--- src/rtl/cca_pkg.sv ---
package cca_pkg;
  typedef enum logic [1:0] {
    CCA_FORCE  = 2'b00,
    CCA_ENERGY = 2'b01,
    CCA_FRAME  = 2'b10,
    CCA_BOTH   = 2'b11
  } cca_mode_e;
endpackage

--- src/rtl/cca_cfg_reg.sv ---
module cca_cfg_reg
  import cca_pkg::*;
#(
  parameter int REG_W  = 32,
  parameter int HYST_W = 3
) (
  input  logic              clk_i,
  input  logic              rst_ni,
  input  logic              wr_i,
  input  logic [REG_W-1:0]  wdata_i,
  output logic [REG_W-1:0]  rdata_o,
  output cca_mode_e         mode_o,
  output logic [HYST_W-1:0] hyst_o
);
  localparam int UsedW = HYST_W + 2;

  logic [UsedW-1:0] cfg_q;

  always_ff @(posedge clk_i or negedge rst_ni) begin
    if (!rst_ni)   cfg_q <= '0;
    else if (wr_i) cfg_q <= wdata_i[UsedW-1:0];
  end

  assign rdata_o = {{(REG_W-UsedW){1'b0}}, cfg_q};
  assign mode_o  = cca_mode_e'(cfg_q[UsedW-1:HYST_W]);
  assign hyst_o  = cfg_q[HYST_W-1:0];

  p_wr_visible_r6: assert property (@(posedge clk_i) disable iff (!rst_ni)
    wr_i |=> rdata_o[UsedW-1:0] == $past(wdata_i[UsedW-1:0]));
  p_rsvd_stable_r6: assert property (@(posedge clk_i) disable iff (!rst_ni)
    !wr_i |=> $stable(rdata_o));
endmodule

--- src/rtl/cca_energy_det.sv ---
module cca_energy_det #(
  parameter int RSSI_W = 8,
  parameter int HYST_W = 3
) (
  input  logic              clk_i,
  input  logic              rst_ni,
  input  logic [RSSI_W-1:0] rssi_i,
  input  logic              valid_i,
  input  logic [RSSI_W-1:0] thr_i,
  input  logic [HYST_W-1:0] hyst_i,
  output logic              energy_nxt_o
);
  localparam int DiffW = RSSI_W + 2;

  logic signed [DiffW-1:0] rssi_x, thr_x, hyst_x, low_x;
  logic energy_q, at_or_above, below_low;

  // sign-extend so thr - hyst cannot wrap
  assign rssi_x = {{2{rssi_i[RSSI_W-1]}}, rssi_i};
  assign thr_x  = {{2{thr_i[RSSI_W-1]}}, thr_i};
  assign hyst_x = {{(DiffW-HYST_W){1'b0}}, hyst_i};
  assign low_x  = thr_x - hyst_x;

  assign at_or_above = rssi_x >= thr_x;
  assign below_low   = rssi_x < low_x;

  always_comb begin
    energy_nxt_o = energy_q;
    if (valid_i) begin
      if (at_or_above)    energy_nxt_o = 1'b0;
      else if (below_low) energy_nxt_o = 1'b1;
    end
  end

  always_ff @(posedge clk_i or negedge rst_ni) begin
    if (!rst_ni) energy_q <= 1'b0;
    else         energy_q <= energy_nxt_o;
  end

  p_busy_at_thr_r3: assert property (@(posedge clk_i) disable iff (!rst_ni)
    (valid_i && $signed(rssi_i) >= $signed(thr_i)) |=> !energy_q);
  p_hold_no_strobe_r7: assert property (@(posedge clk_i) disable iff (!rst_ni)
    !valid_i |=> $stable(energy_q));
endmodule

--- src/rtl/cca_decide.sv ---
module cca_decide
  import cca_pkg::*;
(
  input  logic      clk_i,
  input  logic      rst_ni,
  input  logic      valid_i,
  input  logic      rx_active_i,
  input  cca_mode_e cfg_mode_i,
  input  logic      energy_nxt_i,
  output logic      clear_o
);
  cca_mode_e mode_q, mode_nxt;
  logic clear_d, clear_q;

  // mode is adopted only on a valid sample
  assign mode_nxt = valid_i ? cfg_mode_i : mode_q;

  always_comb begin
    unique case (mode_nxt)
      CCA_FORCE:  clear_d = 1'b1;
      CCA_ENERGY: clear_d = energy_nxt_i;
      CCA_FRAME:  clear_d = !rx_active_i;
      CCA_BOTH:   clear_d = energy_nxt_i && !rx_active_i;
      default:    clear_d = 1'b1;
    endcase
  end

  always_ff @(posedge clk_i or negedge rst_ni) begin
    if (!rst_ni) begin
      mode_q  <= CCA_FORCE;
      clear_q <= 1'b1;
    end else begin
      mode_q  <= mode_nxt;
      clear_q <= clear_d;
    end
  end

  assign clear_o = clear_q;

  p_force_clear_r2: assert property (@(posedge clk_i) disable iff (!rst_ni)
    (mode_q == CCA_FORCE && !valid_i) |=> clear_q);
  p_rx_busy_r4: assert property (@(posedge clk_i) disable iff (!rst_ni)
    (mode_nxt[1] && rx_active_i) |=> !clear_q);
  p_mode_hold_r10: assert property (@(posedge clk_i) disable iff (!rst_ni)
    !valid_i |=> $stable(mode_q));
endmodule

--- src/rtl/cca_eval.sv ---
module cca_eval
  import cca_pkg::*;
#(
  parameter int RSSI_W = 8,
  parameter int HYST_W = 3,
  parameter int REG_W  = 32
) (
  input  logic              clk_i,
  input  logic              rst_ni,
  input  logic [RSSI_W-1:0] rssi_i,
  input  logic              rssi_valid_i,
  input  logic              rx_active_i,
  input  logic [RSSI_W-1:0] thr_i,
  input  logic              reg_wr_i,
  input  logic [REG_W-1:0]  reg_wdata_i,
  output logic [REG_W-1:0]  reg_rdata_o,
  output logic              clear_o
);
  cca_mode_e         cfg_mode;
  logic [HYST_W-1:0] cfg_hyst;
  logic              energy_nxt;

  cca_cfg_reg #(.REG_W(REG_W), .HYST_W(HYST_W)) u_cfg (
    .clk_i   (clk_i),
    .rst_ni  (rst_ni),
    .wr_i    (reg_wr_i),
    .wdata_i (reg_wdata_i),
    .rdata_o (reg_rdata_o),
    .mode_o  (cfg_mode),
    .hyst_o  (cfg_hyst)
  );

  cca_energy_det #(.RSSI_W(RSSI_W), .HYST_W(HYST_W)) u_energy (
    .clk_i        (clk_i),
    .rst_ni       (rst_ni),
    .rssi_i       (rssi_i),
    .valid_i      (rssi_valid_i),
    .thr_i        (thr_i),
    .hyst_i       (cfg_hyst),
    .energy_nxt_o (energy_nxt)
  );

  cca_decide u_decide (
    .clk_i        (clk_i),
    .rst_ni       (rst_ni),
    .valid_i      (rssi_valid_i),
    .rx_active_i  (rx_active_i),
    .cfg_mode_i   (cfg_mode),
    .energy_nxt_i (energy_nxt),
    .clear_o      (clear_o)
  );
endmodule

--- config.mk ---
export PLATFORM = sky130hd
export DESIGN_NAME = cca_eval
export DESIGN_NICKNAME = d
export VERILOG_FILES = /design/src/rtl/cca_pkg.sv /design/src/rtl/cca_cfg_reg.sv /design/src/rtl/cca_energy_det.sv /design/src/rtl/cca_decide.sv /design/src/rtl/cca_eval.sv
export SDC_FILE = /design/constraint.sdc
export NUM_CORES = 1
export LEC_CHECK = 0
export BUFFER_PORTS_ARGS = -buffer_cell sky130_fd_sc_hd__buf_2
export CAP_MARGIN = 10
export CORE_MARGIN = 2
export CORE_UTILIZATION = 41
export DETAILED_ROUTE_END_ITERATION = 12
export HOLD_SLACK_MARGIN = 0.1
export PLACE_DENSITY = 0.91
export SETUP_SLACK_MARGIN = 0.4
export SLEW_MARGIN = 0
export SYNTH_ARGS = -nofsm -noshare
export SYNTH_HDL_FRONTEND = slang
export SYNTH_HIERARCHICAL = 1
export SYNTH_SLANG_ARGS = --single-unit
--- constraint.sdc ---
create_clock -name clk_i -period 3.4 [get_ports clk_i]
set_input_delay 0.68 -clock clk_i [delete_from_list [all_inputs] [get_ports clk_i]]
set_output_delay 0.68 -clock clk_i [all_outputs]
set_load 0.05 [all_outputs]
# Word level (Yosys, flattened, before mapping)
# Index checks and enable logic that the tools add are counted.
totals:
  wordCells: 18
  inputBits: 53
  ff_bits: 9
  output_inout_bits: 33
op_classes:
  n_reduce_logical: 3
  n_eq_ne: 3
  order_cmp: 2
  add_sub_neg: 1
  n_mux: 5
op_table:
  columns: ["operator", "n"]
  rows:
  - ["< comparator 8 x 9 -> 1 bit", 1]
  - ["subtractor 8 x 4 -> 9 bit", 1]
  - [">= comparator 8 bit", 1]
  - ["equality test 2 bit (second input constant)", 2]
  - ["one-hot mux 1 bit (4 select lines)", 1]
  - ["2-to-1 mux 1 bit", 3]
  - ["equality test 2 x 1 -> 1 bit (second input constant)", 1]
  - ["zero test 2 bit", 1]
  - ["2-to-1 mux 2 bit", 1]
  - ["logical AND 1 bit", 1]
  - ["zero test 1 bit", 1]

# Longest topological paths before layout
# Gate-level depths: netlist of run 1.
depth:
  word_depth: 7
  mapped_depth: 14

# By module
# The synthesis of run 1 kept the hierarchy.
modules_own_cells:
  columns: ["module", "cells_each", "area_each_um2", "n_inst"]
  rows:
  - ["cca_energy_det", 75, 620.6, 1]
  - ["cca_cfg_reg", 43, 425.4, 1]
  - ["cca_decide", 7, 118.9, 1]

# Worst setup path before layout of run 1
# No wires, ideal clock.
synth_timing:
  path_kind: "in2reg"
  start: "in thr_i[0]"
  end: "reg u_decide.clear_q (netlist: u_decide/clear_o)"
  stages: 14
  setup_slack_ps: 571
  arrival_ps: 2752
  n_path_buf: 0
  t_required_ps: 3324
  path_cell_list: "inv_1 > ha_1 > fa_1 > nor2b_1 > nor3_1 > nor2_1 > nor2_1 > ha_1 > a21oi_1 > o221ai_1 > o21a_1 > a31oi_1 > inv_1 > a22oi_2"
synth_between:
  elab_chain_len: 7
  elab_cells_between_ends: 8
  cone_classes: "add/sub: 1; order compare: 2; mux: 4; reduce/logical: 1"
synth_lines:
  columns: ["element", "line_no", "text"]
  rows:
  - ["start: declaration", "cca_eval.sv:13", "input logic [RSSI_W-1:0] thr_i,"]
  - ["subtractor 8 x 4 -> 9 bit", "cca_energy_det.sv:22", "assign low_x = thr_x - hyst_x;"]
  - ["< comparator 8 x 9 -> 1 bit", "cca_energy_det.sv:25", "assign below_low = rssi_x < low_x;"]
  - ["2-to-1 mux 1 bit", "cca_energy_det.sv:31", "else if (below_low) energy_nxt_o = 1'b1;"]
  - ["2-to-1 mux 1 bit (*)", "cca_energy_det.sv:30", "if (at_or_above) energy_nxt_o = 1'b0;"]
  - ["2-to-1 mux 1 bit (*)", "cca_energy_det.sv:29", "if (valid_i) begin"]
  - ["via energy_nxt", "cca_eval.sv:21", "logic energy_nxt;"]
  - ["logical AND 1 bit", "cca_decide.sv:23", "CCA_BOTH: clear_d = energy_nxt_i && !rx_active_i;"]
  - ["one-hot mux 1 bit (4 select lines) (*)", "cca_decide.sv:19", "unique case (mode_nxt)"]
  - ["via u_decide.clear_d", "cca_decide.sv:13", "logic clear_d, clear_q;"]
  - ["end signal: assignment", "cca_decide.sv:34", "clear_q <= clear_d;"]
  - ["end: declaration", "cca_decide.sv:13", null]
# Mark *: on every way through the listed nets, which the timed path passes. The rest lies on a longest branch.
# A chain may end at the register's enable or synchronous reset.

# Worst setup path in the final report of run 1
# Ends and elaborated chain as after synthesis.

==> results.cfg, run 1 <==
[clocking]
cts-htree-levels = 1
numCtsBuffers = 3
cts-hold-fix-buffers = 0
insertion_delay_ns = 0.26
cts_tree = yes
cts_root_buf = clkbuf_4
clk_pin_slew_worst_paths_ns = 0.06
cts.sinks = 9
ctsLongestPathBuffers = 2

[synth]
syn_area_per_cell_um2 = 9.32
synth_cells = 125
synthArstFlopShare_pct = 100
synth_seq_cells = 9
synth.most_common_cell = buf_4
synth.distinct_cells = 34
synth_area_um2 = 1160
synth_common_cells = buf_4 (32), ha_1 (19), inv_1 (15)
synth-edff-count = 0
yosysWarnings = 6
ys_top_cells_by_area = buf_4 (21%), ha_1 (20%), dfrtp_1 (17%)
synthDominantCellAreaShare_pct = 20.6
synth_top_cell_by_area = buf_4
synth_ff_type = dfrtp_1
ys_seq_area_share_pct = 19.4

[route]
via_count = 852
drtIter0Drc = 16
via_per_inst = 4.58
ant_nets = 0
drt_first_pass_iters = 4
drc_errors = 0
routedWlPerCell_um = 11.3
drt_wl_total_um = 2100

[die]
die_area_um2 = 3280
core_area_um2 = 2730
die_h_um = 57.3
ios = 86
die_w_um = 57.3
rows = 19
initial_core_util_pct = 42.6

[global_route]
grt_use_total_pct = 12.9
grt_pass1_vias = 871
busiest_layer = met2
grt_overflow_total = 0
grt_pass1_wl_um = 3370
grt_max_degree = 10
grt_antenna_before_repair = 0
use_met2_pct = 22.5
grt_use_met3_pct = 1.13
globalRouteMet1Util_pct = 15.7

[sta]
rsz0062_at_grt = false
post-route-min-period_ns = 2.84
tns_ns = 0
fin_worst_skew_ns = 0.00167
slew_viol_final = 0
fin_crit_sh_pct = 83.4
holdWs_ns = 0.259
fmax_mhz = 353
hold_viol_final = 0
setup_violations = 0

[layout]
syn2layout_area_growth_pct = 12.1
multiInputGateArea_um2 = 796
fill_cells = 277
final_cell_area_um2 = 1310
diodes = 0
final_layout_size_suffix_gt1_share_pct = 36.1
num-nets-final = 229
seqCellArea_um2 = 226

[critical_path]
crit_path_cell_trace = buf_2, inv_1, ha_2, fa_2, nor2b_4, nor3_1, nor2_1, nor2_1, ha_1, nand3_1, o221ai_2, o21a_1, a31oi_2, inv_1, a22oi_2
setup.worst_path.end_class = flop
startpoint_type = input pin
cp-startpoint = thr_i[0]
crit_required_ns = 3.58
crit_family = adder cells
slowest_stage = fa_2
critPathMaxFanout = 3
r2r_end = u_decide/clear_o
r2r_start = u_cfg/cfg_q[1]
worst_ep_arrival_time_ns = 3.02
timing.critical_path.buf_inv = 3
r2r_slack_ns = 0.66
rr_worst_depth = 13
crit_type = in2reg
slowest_delay_ns = 0.42

[place]
place.gp.congestion = 0.796
place_hpwl_um = 1810
portBuffers = 31
dpl_cell_area_um2 = 1220

[run]
maxCapViolations = 0

[power_and_ir_drop]
netSwitchingFraction_pct = 46.5
power.density_nw_per_um2 = 358
seqPwrFrac_pct = 28.0
leakage_uw = 0.000692
switchingPower_uw = 218
p_clk_share_pct = 17.2
p_total_uw = 468
peakVddDrop_mv = 0.256
combPwrFrac_pct = 54.7
power.internal_uw = 250

[worst_hold_path]
hp-class = in2async

[outcome]
status = finished, final reports clean
-- per-stage QoR --
stage	cells	utilization, %	setup WS, ns
detailed placement	181	44.5	0.146
finish	186	47.8	0.565
global placement	181	44.5	0.261
floorplan	151	-	0.571
CTS	185	45.4	0.420
global route	186	47.8	0.398
-- sequential cells by signal (all words and copies together), names as in the netlist --
| register | flops |
|---|---|
| u_decide/mode_q | 2 |
| u_decide/clear_o | 1 |
| u_energy/energy_q | 1 |
| u_cfg/cfg_q | 5 |
-- power groups by stage --
stage | combinational [uW] | sequential, uW | clock [uW]
2_1_floorplan | 212 | 141 | 0
3_3_place_gp | 233 | 133 | 0
3_5_place_dp | 241 | 133 | 0
4_1_cts | 242 | 131 | 85.1
5_1_grt | 279 | 134 | 90.9
6_report | 256 | 131 | 80.6
-- placed cells by master (no fill, tap or decap), types with 2 or more instances in the layout --
cell	count
ha_1	18
nand2_1	2
nor3_1	3
nor2b_1	2
dfrtp_1	8
o21ai_0	2
xnor2_1	4
mux2_2	6
conb_1	27
clkbuf_4	3
buf_2	31
nor2_1	5
a2111oi_0	2
inv_1	15
-- routing by layer --
layer,wire (um),vias to the layer above
li1,-,431
met1,859,385
met2,1090,34
met3,129,2
met4,18,0
met5,0,-
-- worst max-delay path by stage --
stage / to / cells past startpoint
5_1_grt: u_decide/clear_o / 14
3_3_place_gp: u_decide/clear_o / 15
3_5_place_dp: u_decide/clear_o / 15
2_1_floorplan: u_decide/clear_o / 14
6_report: u_decide/clear_o / 15
4_1_cts: u_decide/clear_o / 15
-- cell families (layout without fill, tap and decap cells) --
kind of cell | count (synthesis) | after routing | synth area share [%]
AOI/OAI and AO/OA | 15 | 15 | 9.77
xor gates and xnor gates | 5 | 5 | 3.76
adders and majority gates | 20 | 20 | 22.1
buffers and inverters | 47 | 51 | 25.5
DFF | 9 | 9 | 19.4
muxes | 7 | 7 | 7.09
other | 1 | 27 | 0.322
and+or+nand+nor | 21 | 21 | 12.0
-- area by class of cell --
cell class	count	share of cell area, %
multi-input cells	95	60.9
repair buffers	32	12.5
inverters	15	4.31
flip-flops and latches	9	17.3
well taps	31	2.97
clock buffers	4	2.01
-- repair_timing --
action                     4_1_cts  5_1_grt
setup buffers                    0        1
gates resized for setup          0       11
setup endpoints to repair        0        1
Power figures use the tool's default switching activity.
==> run 2: changes to the inputs <==
Clock period 3.4 ns to 2.7 ns, I/O delays scaled along.
==> run 2 against run 1 <==
Compared with the run above:
- clock power is 21% higher
- clock skew is 0.00050 ns higher
- wire length is 0.43% lower
- sequential share of layout area is 1.4 points lower
- first-iteration DRC count is 6.3% higher
- flip-flop and latch count stayed put
- worst hold slack worse by 0.13 ns
- core utilization is 4.3 points higher
- largest cell class unchanged
==> results.cfg, run 2 (synthesized netlist as in run 1, its figures left out) <==
[die]
die_area_um2 = 3280
die_h_um = 57.3
core_area_um2 = 2730
rows = 19
ios = 86
initial_core_util_pct = 42.6
die_w_um = 57.3

[route]
via_count = 892
drt_first_pass_iters = 4
drc_errors = 0
via_per_inst = 4.57
routedWlPerCell_um = 10.7
drt_wl_total_um = 2090
drtIter0Drc = 17
ant_nets = 0

[layout]
final_common_cell = buf_2
final_layout_size_suffix_gt1_share_pct = 44.5
final_cell_area_um2 = 1420
layout_common_cells = buf_2 (31), conb_1 (27), ha_1 (15)
largest-register = u_cfg/cfg_q
syn2layout_area_growth_pct = 22.1
num-nets-final = 238
fin_util_pct = 52.0
largest_reg_flops = 5
diodes = 0
top_regs = u_cfg/cfg_q x5, u_decide/mode_q x2

[critical_path]
r2r_start = u_cfg/cfg_q[0]
cp-startpoint = u_cfg/cfg_q[0]
startpoint_type = flop
critPathMaxFanout = 3
setup.worst_path.end_class = flop
crit_type = reg2reg
crit_required_ns = 2.88
worst_ep_arrival_time_ns = 2.74

[place]
place.gp.congestion = 0.751
portBuffers = 31
place_hpwl_um = 1900
dpl_cell_area_um2 = 1340

[sta]
setup_violations = 0
fin_worst_skew_ns = 0.00217
hold_viol_final = 0
fin_crit_sh_pct = 94.7
slew_viol_final = 0
holdWs_ns = 0.126
fmax_mhz = 391
post-route-min-period_ns = 2.56
rsz0062_at_grt = true

[global_route]
grt_pass1_vias = 855
grt_antenna_before_repair = 0
grt_use_total_pct = 13.4
grt_overflow_total = 0
grt_max_degree = 10
grt_pass1_wl_um = 3480

[clocking]
clk_pin_slew_worst_paths_ns = 0.06
cts-hold-fix-buffers = 0
cts_tree = yes
numCtsBuffers = 3
cts-htree-levels = 1
ctsLongestPathBuffers = 2
cts_root_buf = clkbuf_4
insertion_delay_ns = 0.25
cts.sinks = 9

[power_and_ir_drop]
power.internal_uw = 339
p_total_uw = 616
leakage_uw = 0.000741
switchingPower_uw = 277
p_clk_share_pct = 15.8
power.density_nw_per_um2 = 433
seqPwrFrac_pct = 26.7
combPwrFrac_pct = 57.5
netSwitchingFraction_pct = 45.0
peakVddDrop_mv = 0.372

[outcome]
status = finished, final reports clean

[run]
maxCapViolations = 0

[worst_hold_path]
hp-class = in2async
## run 2: cell types whose count changed in the layout (fill, tap and decap cells not counted), sizes merged
cell and delta:
buf +9
## run 2: metal layers
metal | up-vias | wire length [um] | GRT usage, %
met1 | 413 | 853 | 16.0
met3 | 0 | 99 | 1.59
met2 | 30 | 1130 | 24.8
met4 | 0 | 0 | 3.99
met5 | - | 0 | 0
li1 | 449 | - | -
## run 2: through the flow
step | setup TNS [ns] | worst slack, ns | cells
detailed placement | -0.358 | -0.280 | 189
CTS | 0 | 0.0725 | 193
global placement | -0.172 | -0.172 | 189
finish | 0 | 0.142 | 195
floorplan | 0 | 0.157 | 151
global route | -0.0477 | -0.0477 | 195
## run 2: what timing repair did
item	4_1_cts	5_1_grt
setup buffers	0	2
resized for setup	7	2
setup endpoints to repair	2	2
pin swaps	6	6
## run 2: power groups by stage
stage	logic, uW	registers, uW	clock network [uW]
floorplan	284	178	0
global placement	329	166	0
detailed placement	337	167	0
CTS	350	165	105
global route	386	166	111
finish	355	164	97.3
## run 2: layout make-up
class | instances | area [um2]
Clock buffer | 4 | 26.3
Multi-Input combinational cell | 95 | 842
Sequential cell | 9 | 226
Timing Repair Buffer | 41 | 230
Tap cell | 31 | 38.8
Fill cell | 285 | 1310
Inverter | 15 | 58.8
## run 2: final timing paths
path,depth (start not counted),slack [ns],end
max,12,0.14,u_decide/clear_o
min,1,0.13,u_decide/mode_q[1]
max reg2reg,12,0.14,u_decide/clear_o
min reg2reg,1,0.51,u_decide/mode_q[1]
max in group asynchronous,1,2.33,u_decide/clear_o
min in group clk_i,2,0.42,u_decide/clear_o
## run 2: critical path, cell delays in order, from the launching register on
cell	delay (ns)
dfrtp_1	0.42
ha_4	0.19
fa_2	0.37
nor2b_4	0.16
nor3_1	0.07
xnor2_1	0.12
ha_1	0.29
a21oi_1	0.17
o221ai_1	0.12
o21a_1	0.21
a31oi_2	0.16
inv_1	0.07
a22oi_2	0.14
==> run 3: changes to the inputs <==
Settings changed: CELL_PAD_IN_SITES_DETAIL_PLACEMENT set to 1, CELL_PAD_IN_SITES_GLOBAL_PLACEMENT set to 1, CORE_UTILIZATION 41 to 28.
==> run 3 against run 2 <==
Compared with the run above:
- clock skew barely moved
- via count is 7.1% higher
- first-iteration DRC count is the same
- global-route usage down 0.48 points
- worst setup slack got worse by 0.14 ns
- design area rose by 9.9%
- fmax down 5.1%
- wire length is 42% higher
- non-clock buffer count up 5
- critical path type is now in2reg
- largest cell class unchanged
==> results.cfg, run 3 (synthesized netlist as in run 1, its figures left out) <==
[power_and_ir_drop]
p_total_uw = 728
peakVddDrop_mv = 0.367
leakage_uw = 0.000788
power.density_nw_per_um2 = 466

[layout]
top_regs = u_cfg/cfg_q x5, u_decide/mode_q x2
syn2layout_area_growth_pct = 34.2
num-nets-final = 243
final_common_cell = buf_2
layout_common_cells = buf_2 (31), conb_1 (27), buf_4 (15), ha_1 (15), inv_1 (14)
largest-register = u_cfg/cfg_q
largest_reg_flops = 5
diodes = 0
final_cell_area_um2 = 1560
fin_util_pct = 39.1
final_layout_size_suffix_gt1_share_pct = 49.1

[sta]
post-route-min-period_ns = 2.70
setup_slack_ns = 0.00476
fin_crit_sh_pct = 99.8
hold_viol_final = 0
rsz0062_at_grt = true
setup_violations = 0
slew_viol_final = 0
fin_worst_skew_ns = 0.00227
tns_ns = 0
fmax_mhz = 371

[clocking]
clk_pin_slew_worst_paths_ns = 0.05
ctsLongestPathBuffers = 2
numCtsBuffers = 3
cts-htree-levels = 1
insertion_delay_ns = 0.23
cts.sinks = 9
cts_root_buf = clkbuf_8
cts_tree = yes
cts-hold-fix-buffers = 0

[global_route]
grt_max_degree = 10
grt_overflow_total = 0
grt_antenna_before_repair = 0
grt_pass1_wl_um = 4510
grt_use_total_pct = 12.9
grt_pass1_vias = 1046

[place]
portBuffers = 31
dpl_cell_area_um2 = 1380
place_ws_ns = -0.359
place_hpwl_um = 2410
place.gp.congestion = 0.819

[die]
die_h_um = 68.5
initial_core_util_pct = 29.1
core_area_um2 = 4000
die_w_um = 68.5
die_area_um2 = 4690
rows = 23
ios = 86

[critical_path]
setup.worst_path.end_class = flop
worst_ep_arrival_time_ns = 2.85
slowest_stage = fa_2
cp-startpoint = thr_i[0]
timing.critical_path.buf_inv = 4
crit_required_ns = 2.86
crit_type = in2reg
crit_path_cell_trace = buf_2, inv_4, ha_4, fa_2, nor2b_4, nor3_2, xnor2_1, ha_1, buf_4, nand2_2, a2111oi_4, o21a_1, a31oi_2, inv_1, a22oi_2
critPathMaxFanout = 3
startpoint_type = input pin
crit_family = adder cells
slowest_delay_ns = 0.38
r2r_start = u_cfg/cfg_q[0]

[route]
drtIter0Drc = 17
ant_nets = 0
routedWlPerCell_um = 13.5
via_count = 955
drt_first_pass_iters = 2
via_per_inst = 4.36
drt_wl_total_um = 2960
drc_errors = 0

[run]
maxCapViolations = 0

[worst_hold_path]
hp-class = in2async

[outcome]
status = finished, final reports clean
-- run 3: final timing paths --
kind | cells after the start | slack (ns) | to
max in group asynchronous | 1 | 2.30 | u_decide/clear_o
worst min-delay path | 1 | 0.16 | u_cfg/cfg_q[3]
min in group clk_i | 2 | 0.45 | u_decide/clear_o
worst max register to register | 13 | 0.02 | u_decide/clear_o
worst max-delay path | 15 | 0.005 | u_decide/clear_o
worst min register to register | 1 | 0.51 | u_decide/mode_q[1]
-- run 3: cell type report --
type                       count  area (um2)
fill                         482        2440
multi-input combinational     95         901
timing repair buffer          46         268
sequential                     9         226
tap                           50        62.6
inverter                      15        58.8
clock buffer                   3        41.3
clock inverter                 1        5.00
-- run 3: report_power, final --
group | leakage (uW) | switching [uW] | internal [uW]
sequential | 0.000105 | 9.77 | 156
combinational | 0.000657 | 259 | 149
clock | 0.0000255 | 53.4 | 101
total | 0.000788 | 323 | 405
-- run 3: through the flow --
stage	hold slack (ns)	cells
floorplan	0.244	151
global placement	0.399	211
detailed placement	0.404	211
CTS	0.153	217
global route	0.157	219
finish	0.156	219
-- run 3: metal layers --
layer / vias to the layer above / track usage, % / wire, um
met2: 32 / 24.4 / 1630
met4: 0 / 5.00 / 44
met3: 4 / 1.46 / 129
met1: 461 / 14.5 / 1160
li1: 458 / - / -
met5: - / 0 / 0
-- run 3: what timing repair did --
item / in CTS / in global routing
pin swaps: 7 / 5
resized for setup: 14 / 3
buffers inserted: 2 / 2
cloned: 0 / 0
setup endpoints to repair: 2 / 2
